<file path="src/rtl/cfg_idx_pkg.sv">
package cfg_idx_pkg;

  localparam int DATA_W   = 8;
  localparam int MAP_BIT  = 4;   // wide-map enable inside the C3h register
  localparam int LOCK_BIT = 0;   // sticky lock inside the C3h register
  localparam int HDR_N    = 4;
  localparam int MASK_N   = 4;
  localparam int SADDR_N  = 3;

  localparam logic [DATA_W-1:0] IDX_CTL1  = 8'hC1;
  localparam logic [DATA_W-1:0] IDX_CTL2  = 8'hC2;
  localparam logic [DATA_W-1:0] IDX_CTL3  = 8'hC3;
  localparam logic [DATA_W-1:0] IDX_CTL4  = 8'hE8;
  localparam logic [DATA_W-1:0] IDX_CTL7  = 8'hEB;
  localparam logic [DATA_W-1:0] IDX_PERF  = 8'h20;
  localparam logic [DATA_W-1:0] IDX_HDR   = 8'hB0;
  localparam logic [DATA_W-1:0] IDX_GFX   = 8'hB8;
  localparam logic [DATA_W-1:0] IDX_VID   = 8'hB9;
  localparam logic [DATA_W-1:0] IDX_MASK  = 8'hBA;
  localparam logic [DATA_W-1:0] IDX_SADDR = 8'hCD;
  localparam logic [DATA_W-1:0] IDX_ID0   = 8'hFE;
  localparam logic [DATA_W-1:0] IDX_ID1   = 8'hFF;

  localparam logic [DATA_W-1:0] RST_CTL4  = 8'h85;
  localparam logic [DATA_W-1:0] RST_PERF  = 8'h07;
  localparam logic [DATA_W-1:0] IDLE_DATA = 8'hFF;

  typedef enum logic [3:0] {
    SEL_NONE, SEL_CTL1, SEL_CTL2, SEL_CTL3, SEL_CTL4, SEL_CTL7, SEL_PERF,
    SEL_HDR, SEL_GFX, SEL_VID, SEL_MASK, SEL_SADDR, SEL_ID0, SEL_ID1
  } reg_sel_e;

  typedef struct packed {
    logic              rdEn;
    logic              wrEn;
    logic [DATA_W-1:0] idx;
    reg_sel_e          sel;
  } port_strb_t;

  function automatic reg_sel_e decodeIdx(input logic [DATA_W-1:0] idx);
    reg_sel_e s;
    s = SEL_NONE;
    if (idx == IDX_CTL1)                                       s = SEL_CTL1;
    else if (idx == IDX_CTL2)                                  s = SEL_CTL2;
    else if (idx == IDX_CTL3)                                  s = SEL_CTL3;
    else if (idx == IDX_CTL4)                                  s = SEL_CTL4;
    else if (idx == IDX_CTL7)                                  s = SEL_CTL7;
    else if (idx == IDX_PERF)                                  s = SEL_PERF;
    else if (idx >= IDX_HDR && idx < IDX_HDR + 8'(HDR_N))      s = SEL_HDR;
    else if (idx == IDX_GFX)                                   s = SEL_GFX;
    else if (idx == IDX_VID)                                   s = SEL_VID;
    else if (idx >= IDX_MASK && idx < IDX_MASK + 8'(MASK_N))   s = SEL_MASK;
    else if (idx >= IDX_SADDR && idx < IDX_SADDR + 8'(SADDR_N)) s = SEL_SADDR;
    else if (idx == IDX_ID0)                                   s = SEL_ID0;
    else if (idx == IDX_ID1)                                   s = SEL_ID1;
    return s;
  endfunction

  function automatic logic inBaseWindow(input logic [DATA_W-1:0] idx);
    return (idx[7:4] == 4'hC) || (idx == IDX_ID0) || (idx == IDX_ID1);
  endfunction

  function automatic logic lockCovered(input reg_sel_e sel);
    return (sel == SEL_CTL1) || (sel == SEL_CTL3) || (sel == SEL_SADDR);
  endfunction

endpackage

</file>
<file path="src/rtl/cfg_idx_ctrl.sv">
module cfg_idx_ctrl
  import cfg_idx_pkg::*;
#(
  parameter int                ADDR_W    = 16,
  parameter logic [ADDR_W-1:0] IDX_PORT  = 16'h0022,
  parameter logic [ADDR_W-1:0] DATA_PORT = 16'h0023
) (
  input  logic              clk,
  input  logic              rstN,
  input  logic [ADDR_W-1:0] ioAddr,
  input  logic              ioRd,
  input  logic              ioWr,
  input  logic [DATA_W-1:0] ioWdata,
  input  logic              smmActive,
  input  logic              wideMap,
  input  logic              smmLock,
  output port_strb_t        strb,
  output logic              extCycle
);

  logic [DATA_W-1:0] idxQ;
  logic              idxValid;
  logic              atIdx, atData, dataAcc;
  reg_sel_e          curSel;
  logic              claim, blocked, readOnly;

  assign atIdx   = (ioAddr == IDX_PORT);
  assign atData  = (ioAddr == DATA_PORT);
  assign dataAcc = atData && (ioRd || ioWr);

  // index register, armed by the index port, consumed by any data access
  always_ff @(posedge clk or negedge rstN) begin
    if (!rstN) begin
      idxQ     <= '0;
      idxValid <= 1'b0;
    end else if (atIdx && ioWr) begin
      idxQ     <= ioWdata;
      idxValid <= 1'b1;
    end else if (dataAcc) begin
      idxValid <= 1'b0;
    end
  end

  always_comb begin
    curSel   = decodeIdx(idxQ);
    claim    = idxValid && (curSel != SEL_NONE) && (wideMap || inBaseWindow(idxQ));
    blocked  = smmLock && !smmActive && lockCovered(curSel);
    readOnly = (curSel == SEL_ID0) || (curSel == SEL_ID1);

    strb.rdEn = dataAcc && ioRd && claim;
    strb.wrEn = atData && ioWr && claim && !blocked && !readOnly;
    strb.idx  = idxQ;
    strb.sel  = curSel;

    extCycle  = (dataAcc && !claim) || (atIdx && ioRd);
  end

endmodule

</file>
<file path="src/rtl/cfg_idx_regs.sv">
module cfg_idx_regs
  import cfg_idx_pkg::*;
#(
  parameter logic [3:0]        ID0_LO  = 4'h1,
  parameter logic [DATA_W-1:0] ID1_VAL = 8'h25
) (
  input  logic              clk,
  input  logic              rstN,
  input  port_strb_t        strb,
  input  logic [DATA_W-1:0] wdata,
  output logic [DATA_W-1:0] rdVal,
  output logic              wideMap,
  output logic              smmLock
);

  localparam logic [DATA_W-1:0] ID0_VAL = {4'h4, ID0_LO};

  logic [DATA_W-1:0] ctl1, ctl2, ctl3, ctl4, ctl7, perf, gfx, vidCtl;
  logic [DATA_W-1:0] smmHdr  [HDR_N];
  logic [DATA_W-1:0] vidMask [MASK_N];
  logic [DATA_W-1:0] smmAddr [SADDR_N];
  logic [DATA_W-1:0] hdrOff, maskOff, saOff, ctl3Next;

  assign hdrOff  = strb.idx - IDX_HDR;
  assign maskOff = strb.idx - IDX_MASK;
  assign saOff   = strb.idx - IDX_SADDR;

  assign wideMap = ctl3[MAP_BIT];
  assign smmLock = ctl3[LOCK_BIT];

  // lock bit only ever sets until reset
  always_comb begin
    ctl3Next           = wdata;
    ctl3Next[LOCK_BIT] = wdata[LOCK_BIT] | ctl3[LOCK_BIT];
  end

  always_ff @(posedge clk or negedge rstN) begin
    if (!rstN) begin
      ctl1   <= '0;
      ctl2   <= '0;
      ctl3   <= '0;
      ctl4   <= RST_CTL4;
      ctl7   <= '0;
      perf   <= RST_PERF;
      gfx    <= '0;
      vidCtl <= '0;
      for (int i = 0; i < HDR_N; i++)   smmHdr[i]  <= '0;
      for (int i = 0; i < MASK_N; i++)  vidMask[i] <= '0;
      for (int i = 0; i < SADDR_N; i++) smmAddr[i] <= '0;
    end else if (strb.wrEn) begin
      unique case (strb.sel)
        SEL_CTL1: ctl1   <= wdata;
        SEL_CTL2: ctl2   <= wdata;
        SEL_CTL3: ctl3   <= ctl3Next;
        SEL_CTL4: ctl4   <= wdata;
        SEL_CTL7: ctl7   <= wdata;
        SEL_PERF: perf   <= wdata;
        SEL_GFX:  gfx    <= wdata;
        SEL_VID:  vidCtl <= wdata;
        SEL_HDR:
          for (int i = 0; i < HDR_N; i++)
            if (hdrOff == 8'(i)) smmHdr[i] <= wdata;
        SEL_MASK:
          for (int i = 0; i < MASK_N; i++)
            if (maskOff == 8'(i)) vidMask[i] <= wdata;
        SEL_SADDR:
          for (int i = 0; i < SADDR_N; i++)
            if (saOff == 8'(i)) smmAddr[i] <= wdata;
        default: ;
      endcase
    end
  end

  always_comb begin
    rdVal = IDLE_DATA;
    if (strb.rdEn) begin
      unique case (strb.sel)
        SEL_CTL1: rdVal = ctl1;
        SEL_CTL2: rdVal = ctl2;
        SEL_CTL3: rdVal = ctl3;
        SEL_CTL4: rdVal = ctl4;
        SEL_CTL7: rdVal = ctl7;
        SEL_PERF: rdVal = perf;
        SEL_GFX:  rdVal = gfx;
        SEL_VID:  rdVal = vidCtl;
        SEL_ID0:  rdVal = ID0_VAL;
        SEL_ID1:  rdVal = ID1_VAL;
        SEL_HDR:
          for (int i = 0; i < HDR_N; i++)
            if (hdrOff == 8'(i)) rdVal = smmHdr[i];
        SEL_MASK:
          for (int i = 0; i < MASK_N; i++)
            if (maskOff == 8'(i)) rdVal = vidMask[i];
        SEL_SADDR:
          for (int i = 0; i < SADDR_N; i++)
            if (saOff == 8'(i)) rdVal = smmAddr[i];
        default: rdVal = IDLE_DATA;
      endcase
    end
  end

endmodule

</file>
<file path="src/rtl/cfg_idx_port.sv">
module cfg_idx_port
  import cfg_idx_pkg::*;
#(
  parameter int                ADDR_W    = 16,
  parameter logic [ADDR_W-1:0] IDX_PORT  = 16'h0022,
  parameter logic [ADDR_W-1:0] DATA_PORT = 16'h0023,
  parameter logic [3:0]        ID0_LO    = 4'h1,
  parameter logic [7:0]        ID1_VAL   = 8'h25
) (
  input  logic              clk,
  input  logic              rstN,
  input  logic [ADDR_W-1:0] ioAddr,
  input  logic              ioRd,
  input  logic              ioWr,
  input  logic [7:0]        ioWdata,
  input  logic              smmActive,
  output logic [7:0]        ioRdata,
  output logic              extCycle
);

  port_strb_t strb;
  logic       wideMap;
  logic       smmLock;

  cfg_idx_ctrl #(
    .ADDR_W(ADDR_W), .IDX_PORT(IDX_PORT), .DATA_PORT(DATA_PORT)
  ) u_ctrl (
    .clk(clk), .rstN(rstN), .ioAddr(ioAddr), .ioRd(ioRd), .ioWr(ioWr),
    .ioWdata(ioWdata), .smmActive(smmActive), .wideMap(wideMap),
    .smmLock(smmLock), .strb(strb), .extCycle(extCycle)
  );

  cfg_idx_regs #(
    .ID0_LO(ID0_LO), .ID1_VAL(ID1_VAL)
  ) u_regs (
    .clk(clk), .rstN(rstN), .strb(strb), .wdata(ioWdata),
    .rdVal(ioRdata), .wideMap(wideMap), .smmLock(smmLock)
  );

endmodule

</file>
<file path="config.mk">
export PLATFORM = sky130hd
export DESIGN_NAME = cfg_idx_port
export DESIGN_NICKNAME = d
export VERILOG_FILES = /design/src/rtl/cfg_idx_pkg.sv /design/src/rtl/cfg_idx_ctrl.sv /design/src/rtl/cfg_idx_regs.sv /design/src/rtl/cfg_idx_port.sv
export SDC_FILE = /design/constraint.sdc
export NUM_CORES = 1
export LEC_CHECK = 0
export BUFFER_PORTS_ARGS = -buffer_cell sky130_fd_sc_hd__buf_2
export CAP_MARGIN = 20
export CORE_ASPECT_RATIO = 2
export CORE_UTILIZATION = 50
export DETAILED_ROUTE_END_ITERATION = 6
export PLACE_DENSITY = 0.67
export RECOVER_POWER = 100
export REMOVE_ABC_BUFFERS = 1
export SETUP_SLACK_MARGIN = 0.5
export SKIP_CTS_REPAIR_TIMING = 1
export SLEW_MARGIN = 5
export SYNTH_ARGS = -nofsm -noshare
export SYNTH_HDL_FRONTEND = slang
export SYNTH_HIERARCHICAL = 1
export SYNTH_SLANG_ARGS = --single-unit
</file>
<file path="constraint.sdc">
create_clock -name clk -period 7.6 [get_ports clk]
set_input_delay 0.76 -clock clk [delete_from_list [all_inputs] [get_ports clk]]
set_output_delay 0.76 -clock clk [all_outputs]
set_load 0.005 [all_outputs]
</file>
# ---- After elaboration in Yosys (flattened, before gate mapping)
# Index checks and enable logic that the tools add are counted.
dict set report totals {
  latch_bits 0
  ff_bits 161
  rom_bits 0
  ramBits 0
  mem_count 0
}
dict set report op_classes {
  addsub 3
  order_cmp 6
  n_bitwise 1
  eq_ne 34
  n_mul 0
  mux 28
  reduce_logical 53
  div_mod_pow 0
  shifts 0
}
# cell n
set ops {}
lappend ops {{8-bit one-hot mux with 13 select lines} 1}
lappend ops {{8-bit 2-to-1 mux} 12}
lappend ops {{8-bit == test (second input constant)} 9}
lappend ops {{4-bit 2-to-1 mux} 13}
lappend ops {{8-bit by 2-bit == test with 1-bit output (second input constant)} 5}
lappend ops {{3-bit AND reduction} 11}
lappend ops {{16-bit by 6-bit == test with 1-bit output (second input constant)} 2}
lappend ops {{4-bit == test (second input constant)} 7}
lappend ops {{8-bit by 1-bit == test with 1-bit output (second input constant)} 3}
lappend ops {{8-bit greater-or-equal comparator (second input constant)} 3}
lappend ops {{8-bit zero test} 3}
lappend ops {{8-bit < comparator (second input constant)} 3}
lappend ops {{8-bit subtractor (second input constant)} 3}
lappend ops {{1-bit logical AND} 17}
lappend ops {{4-bit by 3-bit == test with 1-bit output (second input constant)} 4}
lappend ops {{2-bit AND reduction} 8}
lappend ops {{4-bit by 2-bit == test with 1-bit output (second input constant)} 2}
lappend ops {{8-bit by 6-bit == test with 1-bit output (second input constant)} 1}
lappend ops {{1-bit logical OR} 8}
lappend ops {{4-bit by 1-bit == test with 1-bit output (second input constant)} 1}
lappend ops {{1-bit zero test} 4}
lappend ops {{4-bit nonzero test} 1}
lappend ops {{1-bit 2-to-1 mux} 2}
lappend ops {{2-bit nonzero test} 1}
lappend ops {{1-bit bitwise OR} 1}

# ---- Logic depth before layout (Yosys ltp)
# Gate-level depths: netlist of run 1.
dict set report depth {
  ltp_word 22
  depth_mapped 12
}

# ---- Hierarchy
# Netlist of run 1, hierarchy kept.
# module area_per_inst_um2 seq_area_each_um2 cells_each instances
set by_module_without_submodules {}
lappend by_module_without_submodules {cfg_idx_regs 7619.8 3811.2 592 1}
lappend by_module_without_submodules {cfg_idx_ctrl 757.0 225.2 81 1}

# ---- Worst setup path after synthesis of run 1
# Ideal clock, no wire load.
dict set report synth_path {
  path_kind {register to output}
  startpoint {reg u_ctrl.idxQ[6]}
  endpoint {out ioRdata[6]}
  n_path_buf 3
  path_stages_with_launch 12
  path_slack_ns 4.063
  required_ns 6.840
  arrival_ns 2.777
  path_cell_list {dfrtp_1 -> buf_6 -> or4b_4 -> a21oi_4 -> nor3_1 -> clkinv_2 -> clkbuf_1 -> buf_1 -> nor2_1 -> a21boi_0 -> a21boi_0 -> nand4_1}
}
# element line_no
set synth_lines {}
lappend synth_lines {{from (decl)} cfg_idx_ctrl.sv:21} ;# logic [DATA_W-1:0] idxQ;
lappend synth_lines {{from (signal assigned)} cfg_idx_ctrl.sv:37} ;# idxQ <= ioWdata;
lappend synth_lines {{to (decl)} cfg_idx_port.sv:17} ;# output logic [7:0] ioRdata,

==> impl_metrics.yaml, run 1 <==
run_status:
  outcome: "finished, violations left"
  violations: "max-capacitance violations, max-slew violations"
cts:
  numClockSinks: 161
  cts_inserted_buffers: 17
  clkTransAtPathRegs_ns: 0.06
  clockBufferDepth: 2
  cts-root-buf: "sky130_fd_sc_hd__clkbuf_16"
  ctsHtreeMaxLevel: 4
  tritoncts_clock_tree: "yes"
  worstSkewPairLatency_ns: 0.43
cells_and_area:
  layout.nets: 716
  n_antenna_cell: 0
  commonest_cells_after_routing_fill_and_taps_aside: "sky130_fd_sc_hd__dfrtp_1 (154), sky130_fd_sc_hd__mux2_2 (153), sky130_fd_sc_hd__buf_2 (32)"
  synthToLayoutAreaGrowth_pct: 9.754
  fillerInstances: 1351
  multi_input_area_um2: 4025
  drive_gt1_frac: 0.3615
  post_layout_nonfiller_instances: 901
  register_area_um2: 4038
  finalCoreUtilization: 0.5623
  mostFrequentLayoutCell: "sky130_fd_sc_hd__dfrtp_1"
die:
  floorplan.initialDensity: 0.5123
  floorplan.die.height_um: 185.1
  pin_count: 38
  core_area_um2: 16350
  rows: 66
  die_ar_um2: 17310
  fp.dieW_um: 93.53
synth:
  main_combinational_cell_family_by_area_after_synthesis: "multiplexers"
  synth_cells: 673
  proportion_of_netlist_area_held_by_the_largest_area_contributor: 0.4630
  synth-adder-area-share: 0.004481
  netlist_area_um2: 8377
  syn-mean-instance-area_um2: 12.45
  synthFlopType: "sky130_fd_sc_hd__dfrtp_1"
  postSynth.asyncResetShare: 1.000
  synth.yosys.seq_area_share: 0.4819
  post_synth_main_area_contributors: "sky130_fd_sc_hd__dfrtp_1 (46%), sky130_fd_sc_hd__mux2_2 (21%), sky130_fd_sc_hd__mux4_2 (4.3%)"
  netlist-cell-type-count: 73
  postSynthRegisterBits: 161
  synth.area.mux_share: 0.2838
  synth_xor_xnor_area_share: 0.007170
  complex_gate_fraction_of_the_synthesized_area: 0.08842
  post_synth_and_or_nand_nor_area_fraction: 0.1032
  synth-warning-count: 6
  synth_edf_count: 0
  top_cell_type_by_total_area_after_synthesis: "sky130_fd_sc_hd__dfrtp_1"
worst_hold_path:
  timing.hold.worst.class: "reg -> reg"
sta:
  worst_slew_margin_rel: -2.133
  worst-slew-pin-transition_ns: 4.699
  rsz0062_at_grt: "false"
  final-hold-violation-count: 0
  report.final.slew_viol_count: 91
  final.setup_skew_ns: 0.009169
  period_share: 0.7306
  fmax_ghz: 0.1801
  worst_slack_ns: 2.047
  finalCriticalPeriod_ns: 5.553
  final_layout_setup_total_negative_slack_ns: 0
  report.final.setup_viol: 0
power_and_ir_drop:
  total_leakage_power_nw: 4.139
  p_total_mw: 1.792
  ir_drop_uv: 171.7
  p_per_area_nw_per_um2: 194.9
grt:
  grt_start_max_net_pins: 91
  grt_pass1_vias: 6085
  number_of_antenna_violations_at_the_first_check_in_global_routing: 0
  grt_overflow_total: 0
  groute.usage.overall: 0.2708
  grt_first_pass_wirelength_um: 34180
placement:
  pre_cts_ws_ns: 3.410
  numPortBuffers: 37
  gp_congestion: 0.9583
  hpwl_reported_at_the_end_of_detailed_placement_um: 14700
  dpl.cell_count: 869
worst_setup_path:
  critical_path.max_stage_delay_ns: 1.07
  crit_fanout: 41
  timing_worst_setup_path_type: "reg -> reg"
  timing.critical_path.buf_inv: 3
  timing.critical_path.max_delay_family: "simple AND/OR/NAND/NOR gates"
  start_kind: "register"
  timing.critical_path.cells: "buf_4, or3b_1, a21oi_1, nor3_1, inv_1, mux2i_1, a2111oi_0, clkbuf_1, nand3_1, nor3_1, mux2_2"
  worstPathRequired_ns: 7.91
  critical-path-slowest-cell: "sky130_fd_sc_hd__nor3_1"
  cp_data_arrival_time_ns: 5.86
  endpoint_kind: "register"
  critical-path-top-cell-by-count: "sky130_fd_sc_hd__nor3_1"
route:
  routed_wirelength_um: 21660
  route.detailed.drc: 0
  avgRoutedWirePerCell_um: 24.04
  routed_via_density: 6.415
  detail_route.first_pass.iterations: 5
  route.antenna.remaining_nets: 0
  dr.first_iter.drc_count: 423
  via_count: 5780
flow_run:
  drv.max_cap_violation_count: 1
[final cells by class]
cell class | count | area share
Inverter | 11 | 0.004627
Clock buffer | 22 | 0.04940
Clock inverter | 10 | 0.01728
Tap cell | 204 | 0.02776
Timing Repair Buffer | 43 | 0.02395
Multi-Input combinational cell | 450 | 0.4378
Sequential cell | 161 | 0.4392
[registers in the layout (all words and copies together), names as in the netlist]
name / count
u_regs/smmHdr: 32
u_regs/vidMask: 32
u_regs/smmAddr: 24
u_ctrl/idxQ: 8
u_regs/ctl1: 8
u_regs/ctl2: 8
u_regs/ctl3: 8
u_regs/ctl4: 8
u_regs/ctl7: 8
u_regs/gfx: 8
u_regs/perf: 8
u_regs/vidCtl: 8
u_ctrl/idxValid: 1
[layer usage]
| layer | track usage | vias to the layer above | share of wire |
|---|---|---|---|
| met2 | 0.4732 | 204 | 0.53 |
| li1 | - | 2526 | - |
| met1 | 0.3049 | 2991 | 0.38 |
| met3 | 0.04516 | 59 | 0.040 |
| met4 | 0.1631 | 0 | 0.053 |
| met5 | 0 | - | 0 |
[report_power, final]
part           leakage, nW  internal, mW  switching (mW)
logic                 1.62       0.00695          0.0348
registers             2.22         0.858       0.0000640
clock network        0.294         0.557           0.335
total                 4.14          1.42           0.370
[synth_stat cells, types with 5 or more instances]
cell and instances:
sky130_fd_sc_hd__inv_1 9, sky130_fd_sc_hd__nor3b_1 5, sky130_fd_sc_hd__clkbuf_1 30, sky130_fd_sc_hd__nand4_1 10
sky130_fd_sc_hd__nor2_1 12, sky130_fd_sc_hd__nor3_1 11, sky130_fd_sc_hd__nand3b_1 5, sky130_fd_sc_hd__o31ai_1 9
sky130_fd_sc_hd__dfstp_2 6, sky130_fd_sc_hd__mux2_1 10, sky130_fd_sc_hd__dfrtp_1 155, sky130_fd_sc_hd__mux2_2 154
sky130_fd_sc_hd__mux2i_1 17, sky130_fd_sc_hd__buf_1 9, sky130_fd_sc_hd__o211ai_1 5, sky130_fd_sc_hd__nand2_1 23
sky130_fd_sc_hd__buf_2 9, sky130_fd_sc_hd__and3_1 5, sky130_fd_sc_hd__o21ai_0 18, sky130_fd_sc_hd__a221oi_1 6
sky130_fd_sc_hd__nand3_1 20, sky130_fd_sc_hd__mux4_2 16, sky130_fd_sc_hd__nand2b_1 11, sky130_fd_sc_hd__a22oi_1 6
sky130_fd_sc_hd__nor2b_1 10, sky130_fd_sc_hd__a21oi_1 18
[metrics by stage]
step,hold slack (ns),cell area [um2]
6_report,0.4876,9194
5_1_grt,0.5066,9194
4_1_cts,0.4384,9271
3_5_place_dp,0.4775,8658
3_3_place_gp,0.4672,8658
2_1_floorplan,0.4460,8159
[kinds of logic (layout without fill, tap and decap cells)]
logic type	count (synthesis)	count (layout)
adders and majority gates	3	3
DFF	161	161
buffers and inverters	62	86
and+or+nand+nor	141	141
AOI/OAI and AO/OA	103	103
xor gates and xnor gates	6	6
muxes	197	197
[worst register-to-register path, cell delays in order (launching register included)]
cell                        delay, ns
sky130_fd_sc_hd__dfrtp_1         0.36
sky130_fd_sc_hd__buf_4           0.47
sky130_fd_sc_hd__or3b_1          0.41
sky130_fd_sc_hd__a21oi_1         0.16
sky130_fd_sc_hd__nor3_1          0.08
sky130_fd_sc_hd__inv_1           0.85
sky130_fd_sc_hd__mux2i_1         0.18
sky130_fd_sc_hd__a2111oi_0       0.48
sky130_fd_sc_hd__clkbuf_1        0.57
sky130_fd_sc_hd__nand3_1         0.36
sky130_fd_sc_hd__nor3_1          1.07
sky130_fd_sc_hd__mux2_2          0.43
[worst paths after layout]
kind / cells after the start / start / end / slack [ns]
min in group asynchronous: 1 / rstN / u_regs/ctl1[0] / 2.00
worst max register to register: 11 / u_ctrl/idxQ[0] / u_regs/vidMask[18] / 2.05
worst min register to register: 1 / u_regs/vidMask[22] / u_regs/vidMask[22] / 0.49
worst max-delay path: 11 / u_ctrl/idxQ[0] / u_regs/vidMask[18] / 2.05
worst min-delay path: 1 / u_regs/vidMask[22] / u_regs/vidMask[22] / 0.49
max in group asynchronous: 2 / rstN / u_ctrl/idxQ[1] / 2.72
(Power assumes the default switching activity.)
==> run 2, diff against run 1 <==
==> constraint.sdc (replaced) <==
create_clock -name clk -period 5.3 [get_ports clk]
set_input_delay 0.53 -clock clk [delete_from_list [all_inputs] [get_ports clk]]
set_output_delay 0.53 -clock clk [all_outputs]
set_load 0.005 [all_outputs]
==> run 2 against run 1 <==
Compared with the run above:
- the run ends with design-rule violations, max-capacitance violations, max-slew violations left
- critical endpoint is now ioRdata[0]
- largest cell class is now multi-input combinational cells
- die area stayed put
- hold slack worse by 0.076 ns
- cell area up 0.75%
- non-clock buffer count up 3
- cell count grew 0.33%
==> impl_metrics.yaml, run 2 (same netlist as run 1, synthesis figures left out) <==
run_status:
  outcome: "finished, violations left"
  violations: "design-rule violations, max-capacitance violations, max-slew violations"
die:
  pin_count: 38
  die_ar_um2: 17310
  floorplan.initialDensity: 0.5123
  floorplan.die.height_um: 185.1
  core_area_um2: 16350
  rows: 66
  fp.dieW_um: 93.53
power_and_ir_drop:
  p_total_mw: 2.608
  ir_drop_uv: 306.3
  p_per_area_nw_per_um2: 281.5
  total_leakage_power_nw: 4.170
cells_and_area:
  layout.nets: 719
  final_area_um2: 9263
  n_antenna_cell: 0
  synthToLayoutAreaGrowth_pct: 10.58
  post_layout_nonfiller_instances: 904
  commonest_cells_after_routing_fill_and_taps_aside: "sky130_fd_sc_hd__dfrtp_1 (154), sky130_fd_sc_hd__mux2_2 (154), sky130_fd_sc_hd__buf_2 (29)"
  drive_gt1_frac: 0.3700
  layout_top_registers: "u_regs/smmHdr: 32 flops, u_regs/vidMask: 32 flops, u_regs/smmAddr: 24 flops"
worst_setup_path:
  start_kind: "register"
  crit_fanout: 21
  endpoint_kind: "primary output"
  worstPathRequired_ns: 4.77
  timing_worst_setup_path_type: "reg -> out"
  r2r_setup_slack_ns: 0.73
  cp_data_arrival_time_ns: 4.10
route:
  avgRoutedWirePerCell_um: 23.52
  route.antenna.remaining_nets: 0
  route.detailed.drc: 1
  via_count: 5795
  detail_route.first_pass.iterations: 7
  dr.first_iter.drc_count: 442
  routed_wirelength_um: 21260
  routed_via_density: 6.410
cts:
  numClockSinks: 161
  cts_inserted_buffers: 17
  clockBufferDepth: 2
  tritoncts_clock_tree: "yes"
  ctsHtreeMaxLevel: 4
  worstSkewPairLatency_ns: 0.43
  cts-root-buf: "sky130_fd_sc_hd__clkbuf_16"
  clkTransAtPathRegs_ns: 0.07
sta:
  rsz0062_at_grt: "false"
  final_layout_setup_total_negative_slack_ns: 0
  finalCriticalPeriod_ns: 4.630
  report.final.setup_viol: 0
  final-hold-violation-count: 0
  worst-slew-pin-transition_ns: 2.373
  report.final.slew_viol_count: 95
  period_share: 0.8736
  fmax_ghz: 0.2160
  final.setup_skew_ns: 0.008602
  worst_slew_margin_rel: -0.5823
placement:
  hpwl_reported_at_the_end_of_detailed_placement_um: 14620
  dpl.cell_count: 870
  dpl_cell_area_um2: 8666
  numPortBuffers: 37
  gp_congestion: 0.9247
worst_hold_path:
  timing.hold.worst.class: "in -> reg"
grt:
  grt_overflow_total: 0
  number_of_antenna_violations_at_the_first_check_in_global_routing: 0
  grt_pass1_vias: 5897
  grt_first_pass_wirelength_um: 33250
  grt_start_max_net_pins: 114
  groute.usage.overall: 0.2639
flow_run:
  drv.max_cap_violation_count: 1
[run 2: cell count changes in the layout (fill, tap and decap cells not counted), moves of 2 or more]
cell,change
sky130_fd_sc_hd__clkbuf_2,+2
sky130_fd_sc_hd__clkinv_2,-2
sky130_fd_sc_hd__nor3_1,-4
sky130_fd_sc_hd__clkinv_4,+3
sky130_fd_sc_hd__buf_2,-3
sky130_fd_sc_hd__nor3_2,+3
[run 2: worst max-delay path, stage by stage (launching register included)]
cell,delay [ns]
sky130_fd_sc_hd__dfrtp_1,0.74
sky130_fd_sc_hd__nand4b_1,0.16
sky130_fd_sc_hd__a211oi_1,0.39
sky130_fd_sc_hd__nor3_1,0.14
sky130_fd_sc_hd__inv_1,0.47
sky130_fd_sc_hd__clkbuf_2,0.46
sky130_fd_sc_hd__nor2_1,0.17
sky130_fd_sc_hd__a21boi_0,0.35
sky130_fd_sc_hd__a21boi_0,0.40
sky130_fd_sc_hd__nand4_1,0.20
sky130_fd_sc_hd__buf_2,0.18
[run 2: layout make-up]
class                   instances  area (um2)
well taps                     204       255.2
multi-input cells             450        4051
clock inverters                12       182.7
fillers                      1356        7088
flip-flops and latches        161        4038
repair buffers                 46       236.5
inverters                      11       42.54
clock buffers                  20       456.7
[run 2: layer usage]
layer,global-route usage,vias up,part of all wire,routed length [um]
met5,0,-,0,0
met4,0.1668,0,0.056,1196
met3,0.04392,65,0.043,924
met2,0.4559,209,0.52,11160
met1,0.2985,2975,0.38,7981
li1,-,2546,-,-
[run 2: worst paths after layout]
path	start	endpoint	cells past startpoint
setup / recovery	u_ctrl/idxQ[4]	ioRdata[0]	10
hold / removal	ioRd	u_ctrl/idxValid	3
setup reg to reg	u_ctrl/idxQ[4]	u_regs/smmAddr[23]	10
hold reg to reg	u_regs/ctl4[0]	u_regs/ctl4[0]	2
max in group asynchronous	rstN	u_regs/vidMask[17]	4
min in group asynchronous	rstN	u_regs/perf[7]	2
[run 2: report_power, final]
part	switching, mW	internal (mW)	leakage (nW)
Clock	0.502	0.815	0.302
Sequential	0.000106	1.23	2.22
Combinational	0.0506	0.0107	1.65
Total	0.553	2.06	4.17
[run 2: stage by stage]
stage                     utilization  hold slack, ns  worst slack (ns)
final                          0.5665          0.4113            0.6697
after global placement         0.5300          0.4636             1.442
after global routing           0.5665          0.4142            0.3909
after detailed placement       0.5300          0.4813             1.389
after CTS                      0.5691          0.3054            0.9223
after floorplan                     -          0.2344            0.8640
==> run 3, diff against run 2 <==
--- a/config.mk
+++ b/config.mk
@@ -5,6 +5,7 @@
 export SDC_FILE = /design/constraint.sdc
 export NUM_CORES = 1
 export LEC_CHECK = 0
+export ABC_AREA = 1
 export BUFFER_PORTS_ARGS = -buffer_cell sky130_fd_sc_hd__buf_2
 export CAP_MARGIN = 20
 export CORE_ASPECT_RATIO = 2
==> run 3 against run 2 <==
Compared with the run above:
- the flow finishes with violations (max-capacitance violations, max-slew violations)
- die area grew 2.1%
- global-route usage grew 2.9 points
- sequential power is essentially flat
- critical path depth grew 8
- clock skew shrank 0.0026 ns
- flip-flop and latch count is the same
==> impl_metrics.yaml, run 3 <==
run_status:
  outcome: "finished, violations left"
  violations: "max-capacitance violations, max-slew violations"
synth:
  synth.top_cells.by_count: "sky130_fd_sc_hd__nand2_1 (397), sky130_fd_sc_hd__dfrtp_1 (155), sky130_fd_sc_hd__inv_1 (134), sky130_fd_sc_hd__o21ai_0 (115), sky130_fd_sc_hd__nor2_1 (91)"
  synth_edf_count: 0
  synth-adder-area-share: 0.004386
  synth_cells: 1145
  synthFlopType: "sky130_fd_sc_hd__dfrtp_1"
  postSynth.asyncResetShare: 1.000
  netlist-cell-type-count: 34
  synth_most_common_cell: "sky130_fd_sc_hd__nand2_1"
  main_combinational_cell_family_by_area_after_synthesis: "simple AND/OR/NAND/NOR gates"
  synth-warning-count: 6
  syn-mean-instance-area_um2: 7.474
  post_synth_and_or_nand_nor_area_fraction: 0.3278
  postSynthRegisterBits: 161
  synth_xor_xnor_area_share: 0
  synth.yosys.seq_area_share: 0.4716
  proportion_of_netlist_area_held_by_the_largest_area_contributor: 0.4532
  netlist_area_um2: 8558
  complex_gate_fraction_of_the_synthesized_area: 0.1137
  post_synth_main_area_contributors: "sky130_fd_sc_hd__dfrtp_1 (45%), sky130_fd_sc_hd__nand2_1 (17%), sky130_fd_sc_hd__o21ai_0 (6.7%)"
  top_cell_type_by_total_area_after_synthesis: "sky130_fd_sc_hd__dfrtp_1"
  synth.area.mux_share: 0
worst_hold_path:
  holdPathEnd: "u_regs/vidMask[1]"
  timing.hold.worst.class: "in -> reg"
  launch_instance_of_the_worst_min_delay_path: "ioWdata[1]"
  hold_path_depth: 3
die:
  rows: 67
  floorplan.die.height_um: 187.0
  core_area_um2: 16770
  fp.dieW_um: 94.51
  die_ar_um2: 17680
  pin_count: 38
  floorplan.initialDensity: 0.5104
power_and_ir_drop:
  ir_drop_uv: 177.2
  total_leakage_power_nw: 4.470
  p_total_mw: 2.443
  p_per_area_nw_per_um2: 265.2
sta:
  final-hold-violation-count: 0
  final.setup_skew_ns: 0.005978
  period_share: 0.7634
  report.final.slew_viol_count: 116
  rsz0062_at_grt: "false"
  report.final.setup_viol: 0
  worst-slew-pin-transition_ns: 2.590
  fmax_ghz: 0.2472
  worst_slew_margin_rel: -0.7265
  final_layout_setup_total_negative_slack_ns: 0
  hold-worst-slack_ns: 0.3775
  finalCriticalPeriod_ns: 4.046
cts:
  clockBufferDepth: 2
  numClockSinks: 161
  cts_inserted_buffers: 17
  worstSkewPairLatency_ns: 0.43
  ctsHtreeMaxLevel: 4
  tritoncts_clock_tree: "yes"
  cts-root-buf: "sky130_fd_sc_hd__clkbuf_16"
  clkTransAtPathRegs_ns: 0.06
grt:
  number_of_antenna_violations_at_the_first_check_in_global_routing: 0
  grt_overflow_total: 0
  grt_first_pass_wirelength_um: 38280
  groute.usage.overall: 0.2924
  grt_start_max_net_pins: 67
  grt_pass1_vias: 7308
route:
  detail_route.first_pass.iterations: 6
  route.antenna.remaining_nets: 0
  routed_wirelength_um: 24210
  avgRoutedWirePerCell_um: 17.44
  dr.first_iter.drc_count: 516
  via_count: 7423
  route.detailed.drc: 0
  routed_via_density: 5.348
placement:
  gp_congestion: 0.9280
  hpwl_reported_at_the_end_of_detailed_placement_um: 17160
  numPortBuffers: 37
flow_run:
  drv.max_cap_violation_count: 2
worst_setup_path:
  critical_register_to_register_path_endpoint: "u_regs/smmHdr[3]"
  endpoint_kind: "primary output"
  crit_fanout: 14
  cp_data_arrival_time_ns: 3.52
  r2r-start: "u_ctrl/idxQ[3]"
  timing_worst_setup_path_type: "reg -> out"
  worstPathRequired_ns: 4.77
  r2r_setup_slack_ns: 1.37
  start_kind: "register"
  worst_r2r_path_depth: 15
cells_and_area:
  drive_gt1_frac: 0.09653
  commonest_cells_after_routing_fill_and_taps_aside: "sky130_fd_sc_hd__nand2_1 (397), sky130_fd_sc_hd__dfrtp_1 (155), sky130_fd_sc_hd__o21ai_0 (155)"
  n_antenna_cell: 0
  mostFrequentLayoutCell: "sky130_fd_sc_hd__nand2_1"
  finalCoreUtilization: 0.5495
  layout.nets: 1200
  layout_top_registers: "u_regs/smmHdr: 32 flops, u_regs/vidMask: 32 flops, u_regs/smmAddr: 24 flops"
  fillerInstances: 1696
  synthToLayoutAreaGrowth_pct: 7.646
[run 3: cell count changes in the layout (fill, tap and decap cells not counted), moves of 11 or more]
cell                       change
sky130_fd_sc_hd__a21oi_1      -14
sky130_fd_sc_hd__o21ai_0     +137
sky130_fd_sc_hd__nand4_1      +45
sky130_fd_sc_hd__nand2_1     +374
sky130_fd_sc_hd__mux2i_1      -17
sky130_fd_sc_hd__inv_1       +125
sky130_fd_sc_hd__mux2_2      -154
sky130_fd_sc_hd__nand2b_1     -11
sky130_fd_sc_hd__nor2_2       +16
sky130_fd_sc_hd__nand3_1      +18
sky130_fd_sc_hd__mux4_2       -16
sky130_fd_sc_hd__nor2_1       +76
[run 3: logic make-up after synthesis]
kind of cell / after synthesis
AOI/OAI and AO/OA: 176
adders and majority gates: 3
buffers and inverters: 174
DFF: 161
and+or+nand+nor: 631
[run 3: power breakdown]
group	internal (mW)	switching [mW]	total, mW
Sequential	1.23	0.0000624	1.23
Combinational	0.00989	0.0598	0.0697
Clock	0.619	0.525	1.14
Total	1.86	0.585	2.44
[run 3: cell type report]
type / count / area (um2) / share of cell area
clock buffer: 19 / 442.9 / 0.04808
multi-input combinational: 810 / 3656 / 0.3968
clock inverter: 13 / 102.6 / 0.01114
tap: 207 / 259.0 / 0.02811
timing repair buffer: 41 / 201.4 / 0.02187
sequential: 161 / 4036 / 0.4381
inverter: 137 / 514.2 / 0.05582
[run 3: per-layer routing]
layer | track usage | wire (um) | up-vias
met5 | 0 | 0 | -
met4 | 0.1888 | 1487 | 0
met3 | 0.04431 | 961 | 83
met2 | 0.5072 | 12530 | 208
met1 | 0.3233 | 9237 | 3440
li1 | - | - | 3692
[run 3: worst max path at each step]
stage / depth (start not counted) / from / end
final: 18 / u_ctrl/idxQ[3] / ioRdata[2]
after global routing: 15 / u_ctrl/idxQ[3] / u_regs/smmHdr[3]
after CTS: 13 / u_ctrl/idxQ[1] / ioRdata[5]
after detailed placement: 17 / ioAddr[12] / ioRdata[2]
after global placement: 13 / u_ctrl/idxQ[1] / ioRdata[5]
after floorplan: 15 / u_ctrl/idxQ[3] / u_regs/smmAddr[0]
[run 3: critical path, stage by stage (launching register included)]
cell and delay (ns):
sky130_fd_sc_hd__dfrtp_1 0.67, sky130_fd_sc_hd__nand2_1 0.17, sky130_fd_sc_hd__nor2_1 0.13, sky130_fd_sc_hd__nand2_1 0.07, sky130_fd_sc_hd__nand2_1 0.12, sky130_fd_sc_hd__nor2_1 0.05
sky130_fd_sc_hd__nand2_1 0.15, sky130_fd_sc_hd__nor2_1 0.08, sky130_fd_sc_hd__nand2_1 0.06, sky130_fd_sc_hd__nand2_1 0.08, sky130_fd_sc_hd__nor2_1 0.28, sky130_fd_sc_hd__o21ai_0 0.19
sky130_fd_sc_hd__inv_1 0.11, sky130_fd_sc_hd__nand2_1 0.06, sky130_fd_sc_hd__nor3_1 0.39, sky130_fd_sc_hd__nand2_1 0.13, sky130_fd_sc_hd__nor2_1 0.16, sky130_fd_sc_hd__nand2_1 0.06
sky130_fd_sc_hd__buf_2 0.12
[run 3: metrics by stage]
step                instance area [um2]  std cells  setup slack (ns)
floorplan                          8367       1108             2.470
global placement                   8847       1356             1.846
detailed placement                 8847       1356             1.804
CTS                                9393       1388             1.335
global route                       9213       1388            0.8321
finish                             9213       1388             1.254
